$ cat config.mk
export PLATFORM = sky130hd
export DESIGN_NAME = bank_state_tracker
export DESIGN_NICKNAME = d
export VERILOG_FILES = /design/src/rtl/bank_trk_pkg.sv /design/src/rtl/bank_cmd_decode.sv /design/src/rtl/bank_fsm.sv /design/src/rtl/bank_state_tracker.sv
export SDC_FILE = /design/constraint.sdc
export NUM_CORES = 1
export LEC_CHECK = 0
export BUFFER_PORTS_ARGS = -buffer_cell sky130_fd_sc_hd__buf_2
export CORE_MARGIN = 10
export CORE_UTILIZATION = 55
export DETAILED_ROUTE_END_ITERATION = 12
export PLACE_DENSITY = 0.77
export SLEW_MARGIN = 25
export SYNTH_ARGS = -nofsm -noshare
export SYNTH_HDL_FRONTEND = slang
export SYNTH_SLANG_ARGS = --single-unit
$ cat constraint.sdc
create_clock -name clk -period 2.9 [get_ports clk]
set_clock_uncertainty 0.1 [all_clocks]
set_input_delay 0 -clock clk [delete_from_list [all_inputs] [get_ports clk]]
set_output_delay 0 -clock clk [all_outputs]
set_load 0.03 [all_outputs]
$ cat src/rtl/bank_trk_pkg.sv
package bank_trk_pkg;

    typedef enum logic [1:0] {
        BK_IDLE        = 2'd0,
        BK_PRECHARGING = 2'd1,
        BK_ACTIVE      = 2'd2
    } bank_st_e;

endpackage

$ cat src/rtl/bank_cmd_decode.sv
module bank_cmd_decode #(
    parameter int NUM_BANKS = 8,
    localparam int BA_W = $clog2(NUM_BANKS)
) (
    input  logic                 cmd_act,
    input  logic                 cmd_rd,
    input  logic                 cmd_wr,
    input  logic                 cmd_pre,
    input  logic                 pre_all,
    input  logic [BA_W-1:0]      bank_addr,
    output logic [NUM_BANKS-1:0] act_hit,
    output logic [NUM_BANKS-1:0] rw_hit,
    output logic [NUM_BANKS-1:0] pre_hit,
    output logic                 multi_cmd
);

    logic [2:0] strobe_cnt;
    logic       single;

    always_comb begin
        strobe_cnt = 3'(cmd_act) + 3'(cmd_rd) + 3'(cmd_wr) + 3'(cmd_pre);
        multi_cmd  = (strobe_cnt > 3'd1);
        single     = !multi_cmd;
    end

    // One slice per bank: match the address, then gate by the strobe.
    for (genvar b = 0; b < NUM_BANKS; b++) begin : g_bank
        logic sel;
        assign sel        = (bank_addr == BA_W'(b));
        assign act_hit[b] = single && cmd_act && sel;
        assign rw_hit[b]  = single && (cmd_rd || cmd_wr) && sel;
        assign pre_hit[b] = single && cmd_pre && (pre_all || sel);
    end

endmodule

$ cat src/rtl/bank_fsm.sv
module bank_fsm
    import bank_trk_pkg::*;
#(
    parameter int T_RP = 4,
    localparam int CW = (T_RP > 1) ? $clog2(T_RP) : 1
) (
    input  logic     clk,
    input  logic     rst_n,
    input  logic     act_hit,
    input  logic     rw_hit,
    input  logic     pre_hit,
    output bank_st_e state_o,
    output logic     act_ok_o,
    output logic     rw_ok_o,
    output logic     bad_o
);

    localparam logic [CW-1:0] LOAD = CW'(T_RP - 1);

    bank_st_e        state_q, state_d;
    logic [CW-1:0]   cnt_q, cnt_d;

    // State register
    always_ff @(posedge clk) begin
        if (!rst_n) begin
            state_q <= BK_IDLE;
            cnt_q   <= '0;
        end else begin
            state_q <= state_d;
            cnt_q   <= cnt_d;
        end
    end

    // Next state
    always_comb begin
        state_d = state_q;
        cnt_d   = cnt_q;
        unique case (state_q)
            BK_IDLE: begin
                if (pre_hit) begin
                    state_d = BK_PRECHARGING;
                    cnt_d   = LOAD;
                end else if (act_hit) begin
                    state_d = BK_ACTIVE;
                end
            end
            BK_PRECHARGING: begin
                if (pre_hit) begin
                    cnt_d = LOAD;
                end else if (cnt_q == '0) begin
                    state_d = BK_IDLE;
                end else begin
                    cnt_d = cnt_q - 1'b1;
                end
            end
            BK_ACTIVE: begin
                if (pre_hit) begin
                    state_d = BK_PRECHARGING;
                    cnt_d   = LOAD;
                end
            end
            default: begin
                state_d = BK_IDLE;
                cnt_d   = '0;
            end
        endcase
    end

    // Outputs
    always_comb begin
        act_ok_o = 1'b0;
        rw_ok_o  = 1'b0;
        bad_o    = 1'b0;
        unique case (state_q)
            BK_IDLE: begin
                act_ok_o = 1'b1;
                bad_o    = rw_hit;
            end
            BK_PRECHARGING: begin
                bad_o = act_hit || rw_hit;
            end
            BK_ACTIVE: begin
                rw_ok_o = 1'b1;
                bad_o   = act_hit;
            end
            default: bad_o = 1'b0;
        endcase
    end

    assign state_o = state_q;

    assert_pre_loads_R5: assert property (@(posedge clk) disable iff (!rst_n)
        pre_hit |=> (state_q == BK_PRECHARGING && cnt_q == LOAD));

    assert_cnt_bound_R5: assert property (@(posedge clk) disable iff (!rst_n)
        (state_q == BK_PRECHARGING) |-> (cnt_q <= LOAD));

    assert_wait_blocks_act_R5: assert property (@(posedge clk) disable iff (!rst_n)
        (act_hit && state_q == BK_PRECHARGING) |=> (state_q != BK_ACTIVE));

    assert_reopen_blocked_R6: assert property (@(posedge clk) disable iff (!rst_n)
        (act_hit && state_q == BK_ACTIVE) |=> (state_q == BK_ACTIVE));

    assert_rw_keeps_open_R7: assert property (@(posedge clk) disable iff (!rst_n)
        (rw_hit && state_q == BK_ACTIVE) |=> (state_q == BK_ACTIVE));

    assert_rw_no_open_R7: assert property (@(posedge clk) disable iff (!rst_n)
        (rw_hit && state_q != BK_ACTIVE) |=> (state_q != BK_ACTIVE));

endmodule

$ cat src/rtl/bank_state_tracker.sv
module bank_state_tracker
    import bank_trk_pkg::*;
#(
    parameter int NUM_BANKS = 8,
    parameter int T_RP      = 4,
    localparam int BA_W     = $clog2(NUM_BANKS)
) (
    input  logic                 clk,
    input  logic                 rst_n,
    input  logic                 cmd_act,
    input  logic                 cmd_rd,
    input  logic                 cmd_wr,
    input  logic                 cmd_pre,
    input  logic                 pre_all,
    input  logic [BA_W-1:0]      bank_addr,
    output logic [NUM_BANKS-1:0] act_ok,
    output logic [NUM_BANKS-1:0] rw_ok,
    output logic                 any_bank_active,
    output logic                 cmd_violation
);

    logic [NUM_BANKS-1:0] act_hit, rw_hit, pre_hit, bad_vec;
    logic                 multi_cmd;
    logic                 viol_q;
    bank_st_e             bank_st [NUM_BANKS];

    bank_cmd_decode #(.NUM_BANKS(NUM_BANKS)) u_decode (
        .cmd_act   (cmd_act),
        .cmd_rd    (cmd_rd),
        .cmd_wr    (cmd_wr),
        .cmd_pre   (cmd_pre),
        .pre_all   (pre_all),
        .bank_addr (bank_addr),
        .act_hit   (act_hit),
        .rw_hit    (rw_hit),
        .pre_hit   (pre_hit),
        .multi_cmd (multi_cmd)
    );

    for (genvar b = 0; b < NUM_BANKS; b++) begin : g_fsm
        bank_fsm #(.T_RP(T_RP)) u_fsm (
            .clk      (clk),
            .rst_n    (rst_n),
            .act_hit  (act_hit[b]),
            .rw_hit   (rw_hit[b]),
            .pre_hit  (pre_hit[b]),
            .state_o  (bank_st[b]),
            .act_ok_o (act_ok[b]),
            .rw_ok_o  (rw_ok[b]),
            .bad_o    (bad_vec[b])
        );
    end

    // Violation register: one-cycle pulse after the offending command.
    always_ff @(posedge clk) begin
        if (!rst_n) viol_q <= 1'b0;
        else        viol_q <= multi_cmd || (|bad_vec);
    end

    always_comb begin
        any_bank_active = 1'b0;
        for (int b = 0; b < NUM_BANKS; b++)
            any_bank_active = any_bank_active || (bank_st[b] == BK_ACTIVE);
    end

    assign cmd_violation = viol_q;

    assert_multi_flag_R10: assert property (@(posedge clk) disable iff (!rst_n)
        ($countones({cmd_act, cmd_rd, cmd_wr, cmd_pre}) > 1) |=> cmd_violation);

    assert_multi_frozen_R10: assert property (@(posedge clk) disable iff (!rst_n)
        ($countones({cmd_act, cmd_rd, cmd_wr, cmd_pre}) > 1) |=> ($stable(rw_ok)));

    assert_pre_all_closes_R4: assert property (@(posedge clk) disable iff (!rst_n)
        (cmd_pre && pre_all && !cmd_act && !cmd_rd && !cmd_wr)
            |=> (act_ok == '0 && rw_ok == '0 && !any_bank_active));

    assert_legal_no_flag_R11: assert property (@(posedge clk) disable iff (!rst_n)
        (!cmd_act && !cmd_rd && !cmd_wr && !cmd_pre) |=> !cmd_violation);

endmodule

==> flow_metrics.py <==
metrics = {
    "critical_path": {
        "start_kind": "primary input",
        "crit_family": "buffers and inverters",
        "r2r_cells": 6,
        "worst_ep_required_time_ps": 2970,
        "rrSetupSlack_ps": 820,
        "path_max_fanout": 5,
        "worstPathArrival_ps": 2560,
        "max_stage_delay_ps": 570,
        "path_cells": "dlygate4sd3_1 -> buf_2 -> ha_1 -> ha_1 -> a211oi_4 -> nand3_1 -> o31ai_1 -> a31oi_1 -> dlygate4sd3_1",
        "r2r_end": "cmd_violation",
        "cp-end-kind": "flip-flop",
        "r2r_start": "g_fsm[1].u_fsm.state_o[0]",
        "worstSetupPathType": "primary input to flip-flop",
        "path_buf_inv": 3,
        "critPathSlowestCell": "dlygate4sd3_1",
    },
    "global_routing": {
        "overflow": 0,
        "grt_pass1_wl_um": 7260,
        "grt_start_max_net_pins": 16,
        "grt_antenna_before_repair": 0,
        "track_usage_pct": 13.5,
        "grt_pass1_vias": 1633,
    },
    "finish": {
        "final_util_pct": 60.3,
        "area_growth_syn_to_layout_pct": 5.17,
        "regArea_um2": 661,
        "multiInputGateArea_mm2": 0.00118,
        "fillers": 358,
        "antenna_cells": 0,
        "nNetsFinal": 294,
        "drive_above_1_share_pct": 16.4,
    },
    "yosys": {
        "ys_seq_area_share_pct": 31.0,
        "synth_seq_cells": 33,
        "synth-edff-count": 0,
        "syn_avg_cell_area_um2": 7.89,
        "postSynth.asyncResetShare_pct": 0,
        "netlist_area_mm2": 0.00213,
        "syn-num-nets": 290,
        "ys_warn_count": 0,
        "ys_types": 41,
        "post_synth_inst_count": 270,
        "synth_flop_cell": "dfxtp_1",
    },
    "placement": {
        "place_congestion": 0.873,
        "dp_hpwl_um": 3150,
        "port_buffers": 27,
    },
    "outcome": {
        "status": "finished clean",
    },
    "floorplan": {
        "core_area_mm2": 0.00372,
        "die_y_um": 82.2,
        "dieArea_mm2": 0.00676,
        "io_pins": 28,
        "dieWidth_um": 82.2,
        "fp-row-count": 22,
        "initial_core_util_pct": 57.3,
    },
    "cts": {
        "clock-sinks": 33,
        "clock-root-buffer": "clkbuf_8",
        "postCtsSetupRepairBufs": 0,
        "clockBufferDepth": 2,
        "clkSlewWorstSetupHoldPaths_ps": 60,
        "cts_tree": "yes",
        "hold_buffers": 3,
        "cts.htree.levels": 2,
        "worstSkewPairLatency_ps": 280,
        "post_cts_resized": 0,
        "cts_buffers": 5,
    },
    "route": {
        "wirelength_um": 4210,
        "wl_per_cell_um": 13.0,
        "drt_pre_antenna_iters": 4,
        "vias": 1752,
        "vias_per_cell": 5.42,
        "first_iter_violations": 114,
        "postRouteAntennaNets": 0,
        "drc_errors": 0,
    },
    "sta": {
        "drv_slew": 0,
        "rsz0062_at_grt": "false",
        "maxSlewHeadroom_pct": 62.8,
        "report.final.setup_viol": 0,
        "fmax_mhz": 402,
        "period_share_pct": 85.7,
        "fin_tns_setup_ps": 0,
        "post-route-min-period_ps": 2480,
        "hold_viol": 0,
        "worst_slew_pin_slew_ps": 557,
    },
    "pwr": {
        "p_leak_nw": 0.973,
        "powerDensity_mw_per_mm2": 472,
        "peakVddDrop_mv": 0.338,
    },
    "min_path": {
        "holdPathStages": 3,
        "hp-start": "cmd_pre",
        "holdCritPathClass": "primary input to flip-flop",
        "worstHoldEndpoint": "g_fsm[7].u_fsm.state_o[1]",
    },
    "flow_run": {
        "drv_cap": 0,
    },
}
==> Yosys cell counts (all sizes together) (3+ instances only) <==
master	count	area, um^2
a31oi	8	50.1
nand3	8	40.0
nor3b	3	27.5
a31o	5	43.8
xor2	5	43.8
dfxtp	33	661
inv	26	97.6
xnor2	3	26.3
and2	3	21.3
ha	10	125
mux2i	3	30.0
nor2b	13	81.3
a21oi	24	120
clkbuf	13	48.8
o21ai	11	70.1
nor2	11	41.3
nand2	32	123
nor4b	7	61.3
a221oi	5	68.8
a21o	5	37.5
nor4	3	18.8
buf	20	146
nand2b	5	31.3
==> stage by stage <==
stage	std cells	hold WS (ps)	total power [mW]	setup slack, ps	cell area [um^2]
2_1_floorplan	270	72.6	0.703	1080	2130
3_3_place_gp	312	214	0.734	880	2130
3_5_place_dp	312	220	0.741	827	2130
4_1_cts	323	16.1	1.07	412	2240
5_1_grt	323	67.0	1.12	304	2240
6_report	323	31.0	1.06	415	2240
==> tightest hold or removal path, delay by kind of cell <==
kind                   cells  cell delay, ps
AOI/OAI and AO/OA          1             200
buffers and inverters      1             100
and+or+nand+nor            1              60
==> worst max-delay path by stage <==
stage,startpoint,slack (ps),endpoint,cells after the start
2_1_floorplan,cmd_act,1080,g_fsm[4].u_fsm.cnt_q[0],7
3_3_place_gp,cmd_act,880,g_fsm[4].u_fsm.cnt_q[0],8
3_5_place_dp,cmd_act,830,g_fsm[4].u_fsm.cnt_q[0],8
4_1_cts,cmd_act,410,cmd_violation,9
5_1_grt,cmd_act,300,cmd_violation,9
6_report,cmd_act,420,cmd_violation,9
==> where the power goes <==
group / total, mW / switching (mW) / internal (mW)
logic: 0.226 / 0.135 / 0.0904
registers: 0.507 / 0.0254 / 0.482
clock network: 0.324 / 0.154 / 0.170
==> cells in the final DEF, fill, tap and decap left out, types with 2 or more instances in the layout <==
cell / count
a21oi_1: 24
nor2_1: 11
a31o_1: 5
nor4_1: 3
clkbuf_8: 5
inv_1: 26
a31oi_1: 8
nor3_1: 2
nor4b_1: 7
nand3_1: 8
a21o_1: 5
a221oi_2: 4
xor2_1: 5
clkbuf_1: 3
nand2b_1: 5
nand2_1: 31
and2_1: 2
dlygate4sd3_1: 3
o21ai_2: 4
buf_2: 27
ha_1: 10
nor3b_1: 2
a22oi_1: 2
mux2i_1: 3
nor2b_1: 13
dfxtp_1: 33
xnor2_1: 3
o21ai_0: 7
and3_1: 2
==> logic make-up (layout without fill, tap and decap cells) <==
logic type	after synthesis	after routing	synth area share [%]
DFF	33	33	31.0
adders and majority gates	10	10	5.87
and+or+nand+nor	91	91	22.7
AOI/OAI and AO/OA	66	66	22.0
muxes	3	3	1.41
xor gates and xnor gates	8	8	3.29
buffers and inverters	59	64	13.7
==> routing by layer <==
metal | routed length [um] | up-vias | GRT usage [%]
met5 | 0 | - | 0
met4 | 93 | 0 | 6.12
met3 | 268 | 9 | 4.64
met2 | 1910 | 34 | 20.9
met1 | 1940 | 798 | 16.4
li1 | - | 911 | -
==> sequential cells by signal, indices dropped and copies added, names as in the netlist <==
signal and flops:
cmd_violation 1, g_fsm.u_fsm.cnt_q 16, g_fsm.u_fsm.state_o 16
==> final cells by class <==
class	instances	area share (%)
Timing Repair Buffer	30	7.37
Inverter	26	4.36
Clock buffer	8	3.57
Sequential cell	33	29.5
Multi-Input combinational cell	178	52.5
Tap cell	48	2.68
(Power assumes the default switching activity.)
